**src/rtl/pswSwapPkg.sv**
```systemverilog
package pswSwapPkg;
  localparam int NUM_CLASS = 6;
  localparam int CLS_W     = 3;
  localparam int SLOT_W    = CLS_W + 1;
  localparam int NUM_SLOT  = 2 * NUM_CLASS;

  typedef enum logic [CLS_W-1:0] {
    CLS_RESTART = 3'd0,
    CLS_SVC     = 3'd1,
    CLS_EXT     = 3'd2,
    CLS_IO      = 3'd3,
    CLS_MCHK    = 3'd4,
    CLS_PROG    = 3'd5
  } intClass_e;

  // highest priority first
  localparam logic [CLS_W-1:0] PRIO_ORDER [NUM_CLASS] = '{3'd4, 3'd5, 3'd1, 3'd2, 3'd3, 3'd0};

  typedef struct packed {
    logic             storeOld;
    logic             loadNew;
    logic             doLpsw;
    logic             doBranch;
    logic             doAdv;
    logic [CLS_W-1:0] cls;
  } pswStrobe_t;

  function automatic logic [CLS_W-1:0] pickClass(input logic [NUM_CLASS-1:0] req);
    logic [CLS_W-1:0] r;
    r = '0;
    for (int i = NUM_CLASS - 1; i >= 0; i--) begin
      if (req[PRIO_ORDER[i]]) r = PRIO_ORDER[i];
    end
    return r;
  endfunction
endpackage

```
**src/rtl/pswSwapCtrl.sv**
```systemverilog
module pswSwapCtrl
  import pswSwapPkg::*;
(
  input  logic                 clk,
  input  logic                 rstN,
  input  logic [NUM_CLASS-1:0] intReq,
  input  logic                 advValid,
  input  logic                 brValid,
  input  logic                 lpswValid,
  output pswStrobe_t           strobe,
  output logic                 busy,
  output logic                 takenPulse,
  output logic [CLS_W-1:0]     takenClass
);
  typedef enum logic {ST_IDLE, ST_LOAD} swapState_e;

  swapState_e       state;
  logic [CLS_W-1:0] pendCls;
  logic             idle;
  logic             accept;
  logic             freeRun;
  logic [CLS_W-1:0] picked;

  assign idle    = (state == ST_IDLE);
  assign accept  = idle && (|intReq);
  assign freeRun = idle && !accept;
  assign picked  = pickClass(intReq);
  assign busy    = (state == ST_LOAD);

  always_comb begin
    strobe          = '0;
    strobe.storeOld = accept;
    strobe.loadNew  = busy;
    strobe.cls      = accept ? picked : pendCls;
    strobe.doLpsw   = freeRun && lpswValid;
    strobe.doBranch = freeRun && !lpswValid && brValid;
    strobe.doAdv    = freeRun && !lpswValid && !brValid && advValid;
  end

  always_ff @(posedge clk) begin
    if (!rstN) begin
      state      <= ST_IDLE;
      pendCls    <= '0;
      takenPulse <= 1'b0;
      takenClass <= '0;
    end else begin
      takenPulse <= busy;
      if (busy) takenClass <= pendCls;
      if (accept) begin
        state   <= ST_LOAD;
        pendCls <= picked;
      end else begin
        state <= ST_IDLE;
      end
    end
  end


  busy_one_cycle_chk: assert property (@(posedge clk) disable iff (!rstN)
    busy |=> !busy);


  taken_after_load_chk: assert property (@(posedge clk) disable iff (!rstN)
    busy |=> (takenPulse && takenClass == $past(strobe.cls)));


  one_action_chk: assert property (@(posedge clk) disable iff (!rstN)
    $onehot0({strobe.storeOld, strobe.loadNew, strobe.doLpsw, strobe.doBranch, strobe.doAdv}));


  mchk_first_chk: assert property (@(posedge clk) disable iff (!rstN)
    (strobe.storeOld && intReq[CLS_MCHK]) |-> (strobe.cls == CLS_MCHK));
endmodule

```
**src/rtl/pswSwapDatapath.sv**
```systemverilog
module pswSwapDatapath
  import pswSwapPkg::*;
#(
  parameter int PSW_W = 128,
  parameter int IA_W  = 64,
  parameter int LEN_W = 3
) (
  input  logic              clk,
  input  logic              rstN,
  input  pswStrobe_t        strobe,
  input  logic [LEN_W-1:0]  advLen,
  input  logic [IA_W-1:0]   brTarget,
  input  logic [SLOT_W-1:0] lpswSlot,
  input  logic              slotWrEn,
  input  logic [SLOT_W-1:0] slotWrAddr,
  input  logic [PSW_W-1:0]  slotWrData,
  output logic [PSW_W-1:0]  pswQ
);
  logic [PSW_W-1:0]  slotMem [NUM_SLOT];
  logic [SLOT_W-1:0] oldIdx;
  logic [SLOT_W-1:0] rdIdx;
  logic [PSW_W-1:0]  rdData;
  logic [PSW_W-1:0]  pswD;
  logic              swWrite;

  assign oldIdx  = {strobe.cls, 1'b0};
  assign rdIdx   = strobe.loadNew ? {strobe.cls, 1'b1} : lpswSlot;
  assign rdData  = (32'(rdIdx) < NUM_SLOT) ? slotMem[rdIdx] : '0;
  assign swWrite = slotWrEn && (32'(slotWrAddr) < NUM_SLOT)
                   && !(strobe.storeOld && slotWrAddr == oldIdx);

  always_comb begin
    pswD = pswQ;
    if (strobe.loadNew || strobe.doLpsw) pswD = rdData;
    else if (strobe.doBranch)            pswD[IA_W-1:0] = brTarget;
    else if (strobe.doAdv)               pswD[IA_W-1:0] = pswQ[IA_W-1:0] + IA_W'(advLen);
  end

  always_ff @(posedge clk) begin
    if (!rstN) begin
      pswQ <= '0;
      for (int i = 0; i < NUM_SLOT; i++) slotMem[i] <= '0;
    end else begin
      pswQ <= pswD;
      if (strobe.storeOld) slotMem[oldIdx] <= pswQ;
      if (swWrite)         slotMem[slotWrAddr] <= slotWrData;
    end
  end


  psw_idle_stable_chk: assert property (@(posedge clk) disable iff (!rstN)
    !(strobe.loadNew || strobe.doLpsw || strobe.doBranch || strobe.doAdv) |=> $stable(pswQ));


  ctrl_half_kept_chk: assert property (@(posedge clk) disable iff (!rstN)
    (strobe.doAdv || strobe.doBranch) |=> (pswQ[PSW_W-1:IA_W] == $past(pswQ[PSW_W-1:IA_W])));
endmodule

```
**src/rtl/pswSwapUnit.sv**
```systemverilog
module pswSwapUnit
  import pswSwapPkg::*;
#(
  parameter int PSW_W = 128,
  parameter int IA_W  = 64,
  parameter int LEN_W = 3
) (
  input  logic              clk,
  input  logic              rstN,
  input  logic [5:0]        intReq,
  input  logic              advValid,
  input  logic [LEN_W-1:0]  advLen,
  input  logic              brValid,
  input  logic [IA_W-1:0]   brTarget,
  input  logic              lpswValid,
  input  logic [3:0]        lpswSlot,
  input  logic              slotWrEn,
  input  logic [3:0]        slotWrAddr,
  input  logic [PSW_W-1:0]  slotWrData,
  output logic [PSW_W-1:0]  psw,
  output logic              busy,
  output logic              takenPulse,
  output logic [2:0]        takenClass
);
  pswStrobe_t strobe;

  pswSwapCtrl uCtrl (
    .clk        (clk),
    .rstN       (rstN),
    .intReq     (intReq),
    .advValid   (advValid),
    .brValid    (brValid),
    .lpswValid  (lpswValid),
    .strobe     (strobe),
    .busy       (busy),
    .takenPulse (takenPulse),
    .takenClass (takenClass)
  );

  pswSwapDatapath #(.PSW_W(PSW_W), .IA_W(IA_W), .LEN_W(LEN_W)) uData (
    .clk        (clk),
    .rstN       (rstN),
    .strobe     (strobe),
    .advLen     (advLen),
    .brTarget   (brTarget),
    .lpswSlot   (lpswSlot),
    .slotWrEn   (slotWrEn),
    .slotWrAddr (slotWrAddr),
    .slotWrData (slotWrData),
    .pswQ       (psw)
  );
endmodule

```
**config.mk**
```make
export PLATFORM = sky130hd
export DESIGN_NAME = pswSwapUnit
export DESIGN_NICKNAME = d
export VERILOG_FILES = /design/src/rtl/pswSwapPkg.sv /design/src/rtl/pswSwapCtrl.sv /design/src/rtl/pswSwapDatapath.sv /design/src/rtl/pswSwapUnit.sv
export SDC_FILE = /design/constraint.sdc
export NUM_CORES = 2
export LEC_CHECK = 0
export CAP_MARGIN = 5
export CORE_AREA = 5 5 449 451
export CTS_CLUSTER_SIZE = 10
export DETAILED_ROUTE_END_ITERATION = 10
export DIE_AREA = 0 0 454 456
export PLACE_DENSITY_LB_ADDON = 0.15
export SYNTH_ARGS = -nofsm -noshare
export SYNTH_HDL_FRONTEND = slang
export SYNTH_HIERARCHICAL = 1
export SYNTH_SLANG_ARGS = --single-unit
```
**constraint.sdc**
```tcl
create_clock -name clk -period 11.8 [get_ports clk]
set_clock_uncertainty 0.1 [all_clocks]
set_input_delay 1.77 -clock clk [delete_from_list [all_inputs] [get_ports clk]]
set_output_delay 1.77 -clock clk [all_outputs]
set_load 0.01 [all_outputs]
```
==> results.json <==
{
  "status": "complete, no violations",
  "pin_count_of_the_biggest_net_entering_global_routing": 134,
  "crit_path_cell_trace": "clkdlybuf4s50_1 -> nor4_4 -> o21ai_0 -> nand2_1 -> nand2b_1 -> o311ai_2 -> nor3_2 -> buf_4 -> buf_4 -> buf_4 -> a22o_1",
  "r2r_end": "uData/slotMem[4][98]",
  "cts_made_buffers": 191,
  "min-delay-start": "uCtrl/takenClass[1]",
  "rsz0062_at_grt": "no",
  "layout_min_cycle_time_ns": 6.36,
  "critPathCaptureType": "register",
  "synth-seq-cells": 1672,
  "avgSynthCellArea_um2": 14.4,
  "cp_slowest_cell": "sky130_fd_sc_hd__buf_4",
  "top_level_ports": 348,
  "synth.cells.most_frequent": "1536 x sky130_fd_sc_hd__edfxtp_1, 776 x sky130_fd_sc_hd__a22o_1, 775 x sky130_fd_sc_hd__and2_1",
  "leakage_nw": 30.4,
  "global_route_wire_length_before_repair_mm": 407,
  "fp.dieW_um": 454,
  "setup-violations-final": 0,
  "r2r_setup_slk_ns": 6.53,
  "wl_per_instance_um": 35.3,
  "startpoint_type": "primary input",
  "critical_path_class": "in2reg",
  "critical_path_arrival_ns": 6.95,
  "finalCritPeriodShare_pct": 53.9,
  "final_hold_violation_count": 0,
  "vias_in_the_first_global_route": 52685,
  "post_cts_resize_count": 0,
  "synthArstFlopShare_pct": 0,
  "via_count_of_the_routed_design": 52060,
  "holdCritPathClass": "reg2reg",
  "internal-power_mw": 10.5,
  "netlist_area_um2": 78300,
  "antenna_found_initial": 42,
  "numPlacedInstances": 7850,
  "seqPwrFrac_pct": 50.0,
  "worst_hold_path.num_cells": 2,
  "clk_latency_ns": 0.85,
  "slew-limit-headroom_pct": 14.3,
  "setup-tns-final_ns": 0,
  "postRouteAntennaNets": 0,
  "r2r.worst_path.cells": 11,
  "worstPathRequired_ns": 12.38,
  "num-nets-final": 5622,
  "routed_wl_mm": 290,
  "clkSlewWorstSetupHoldPaths_ns": 0.06,
  "globalRouteOverflowTotal": 0,
  "seqCellArea_um2": 48800,
  "timing_max_transition_violations_final": 0,
  "cts.repair_timing.setup_buffer_count": 0,
  "peak_supply_drop_uv": 126,
  "cp_slowest_stage_delay_ns": 0.87,
  "synthesis.nets": 5664,
  "syn2layout_area_growth_pct": 14.2,
  "synth_top_area_cell": "sky130_fd_sc_hd__edfxtp_1",
  "power.density_nw_per_um2": 159,
  "remaining_drc_errors": 0,
  "share_clk_of_total_power_pct": 38.9,
  "total_of_buffers_placed_on_input_and_output_ports": 347,
  "synth.top_cells.by_area": "sky130_fd_sc_hd__edfxtp_1 59%, sky130_fd_sc_hd__mux4_2 10%, sky130_fd_sc_hd__a22o_1 8.7%",
  "multiInputGateArea_um2": 26900,
  "route.detailed.vias_per_inst": 6.33,
  "synth_top_cell_area_share_pct": 58.9,
  "cts.path.max_buffers": 3,
  "globalplace.congestion": 0.891,
  "fillers": 17328,
  "drive_above_1_share_pct": 13.8,
  "number_of_rows_in_the_core_area": 163,
  "number_of_enable_flip_flop_cells_after_synthesis": 1536,
  "tritoncts_num_sinks": 1672,
  "synth-main-ff-cell": "sky130_fd_sc_hd__edfxtp_1",
  "synth_cells": 5445,
  "cpMostUsedCell": "sky130_fd_sc_hd__buf_4",
  "worst_r2r_start": "uCtrl/busy",
  "floorplan.die_area_um2": 207000,
  "synth_sequential_area_ratio_pct": 62.4,
  "max_cap_viol_count": 0,
  "placeableCoreArea_um2": 197000,
  "grt_usage_pct": 27.3,
  "highest_attainable_clock_frequency_ghz": 0.157,
  "initialDrtViolationCount": 6133,
  "crit_path_max_fanout": 50,
  "initial_utilization_pct": 39.8,
  "cts-htree-levels": 4,
  "combPwrFrac_pct": 11.0,
  "die_h_um": 456,
  "min_delay_worst_endpoint": "uCtrl/takenClass[1]",
  "cts_tree": "built",
  "synth.most_common_cell": "sky130_fd_sc_hd__edfxtp_1",
  "clock-root-buffer": "sky130_fd_sc_hd__clkbuf_16",
  "postCtsHoldBufs": 0,
  "final-instance-count-excl-fill": 8218,
  "synth.lib_cells_used.distinct": 73,
  "place.detailed.hpwl_mm": 154,
  "synth-warning-count": 6,
  "worst_pin_slew_ns": 1.28,
  "power.switching_fraction_pct": 25.8,
  "power.net_switching_mw": 3.65,
  "detailedRoute.firstPassIterationCount": 6
}
-- metal layers --
layer | track usage, % | wire length [µm] | part of all wire, %
met5 | 0 | 48 | 0.017
met4 | 12.2 | 13600 | 4.7
met3 | 4.51 | 22600 | 7.8
met2 | 45.0 | 141000 | 49
met1 | 35.6 | 113000 | 39
-- per-stage QoR --
step | total power, mW | hold WS [ns] | area (µm²) | utilization, % | setup WS [ns]
finish | 14.2 | 0.419 | 89400 | 45.4 | 5.44
global placement | 8.75 | 0.404 | 83700 | 42.5 | 4.80
floorplan | 8.04 | 0.379 | 78300 | - | -1.01
detailed placement | 8.76 | 0.412 | 83700 | 42.5 | 4.74
global route | 14.6 | 0.452 | 89400 | 45.4 | 5.37
CTS | 14.3 | 0.428 | 89400 | 45.4 | 5.62
-- power groups by stage --
stage          combinational [mW]  sequential, mW  clock, mW
6_report                     1.56            7.10       5.52
5_1_grt                      1.63            7.12       5.86
4_1_cts                      1.56            7.09       5.61
3_5_place_dp                 1.55            7.21          0
3_3_place_gp                 1.54            7.20          0
2_1_floorplan               0.934            7.11          0
-- cell families after synthesis --
kind of cell,count (synthesis),synth area share [%]
flops,1672,62.4
simple gates,1346,9.59
compound gates,1241,12.7
buf+inv,723,3.77
mux,419,11.0
xor+xnor,40,0.447
fa+ha+maj,4,0.0735
-- cells in the final DEF, fill, tap and decap left out, types with 8 or more instances in the layout --
cell / count
sky130_fd_sc_hd__dfxtp_1: 135
sky130_fd_sc_hd__xor2_1: 11
sky130_fd_sc_hd__a21oi_1: 93
sky130_fd_sc_hd__a311oi_1: 67
sky130_fd_sc_hd__o22ai_1: 16
sky130_fd_sc_hd__mux4_2: 353
sky130_fd_sc_hd__and3_1: 11
sky130_fd_sc_hd__nor2_4: 15
sky130_fd_sc_hd__nor3_1: 41
sky130_fd_sc_hd__a22oi_1: 90
sky130_fd_sc_hd__clkdlybuf4s50_1: 345
sky130_fd_sc_hd__inv_1: 13
sky130_fd_sc_hd__mux2i_1: 54
sky130_fd_sc_hd__edfxtp_1: 1536
sky130_fd_sc_hd__o21ai_0: 40
sky130_fd_sc_hd__nand3_1: 53
sky130_fd_sc_hd__a221o_1: 8
sky130_fd_sc_hd__a22o_1: 775
sky130_fd_sc_hd__and2_1: 775
sky130_fd_sc_hd__nand2b_1: 9
sky130_fd_sc_hd__clkbuf_1: 126
sky130_fd_sc_hd__buf_12: 14
sky130_fd_sc_hd__or4_1: 9
sky130_fd_sc_hd__o21ai_1: 35
sky130_fd_sc_hd__o221ai_1: 9
sky130_fd_sc_hd__o211ai_1: 9
sky130_fd_sc_hd__nor2b_1: 12
sky130_fd_sc_hd__nor2_1: 131
sky130_fd_sc_hd__nor4_1: 24
sky130_fd_sc_hd__a211oi_1: 14
sky130_fd_sc_hd__nand2_1: 207
sky130_fd_sc_hd__diode_2: 25
sky130_fd_sc_hd__a31oi_1: 20
sky130_fd_sc_hd__xnor2_1: 29
sky130_fd_sc_hd__buf_4: 112
sky130_fd_sc_hd__clkbuf_16: 192
sky130_fd_sc_hd__nand4_1: 19
-- registers in the layout, indices dropped and copies added (netlist names) --
signal,count
uCtrl/busy,1
uCtrl/pendCls,3
uCtrl/takenClass,3
uCtrl/takenPulse,1
uData/pswQ,128
uData/slotMem,1536
-- worst max-delay path by stage --
stage | from | end | cells past startpoint
after global routing | intReq[1] | uData/slotMem[4][95] | 11
after floorplan | intReq[1] | uData/slotMem[5][0] | 7
after CTS | intReq[1] | uData/slotMem[4][98] | 11
after detailed placement | intReq[1] | uData/slotMem[4][74] | 11
final | intReq[1] | uData/slotMem[4][98] | 11
after global placement | intReq[1] | uData/slotMem[4][97] | 11
-- layout make-up --
cell class / instances / area share, %
antenna: 25 / 0.0700
clock buffer: 322 / 5.96
clock inverter: 21 / 0.354
inverter: 15 / 0.0658
multi-input combinational: 3050 / 30.1
sequential: 1672 / 54.6
tap: 2640 / 3.69
timing repair buffer: 473 / 5.13
-- worst max-delay path, delay by kind of cell --
kind / cells / cell delay (ns)
AOI/OAI and AO/OA: 3 / 0.84
and+or+nand+nor: 4 / 1.47
buffers and inverters: 4 / 2.75
No activity file was read; power rests on OpenSTA's default activity.
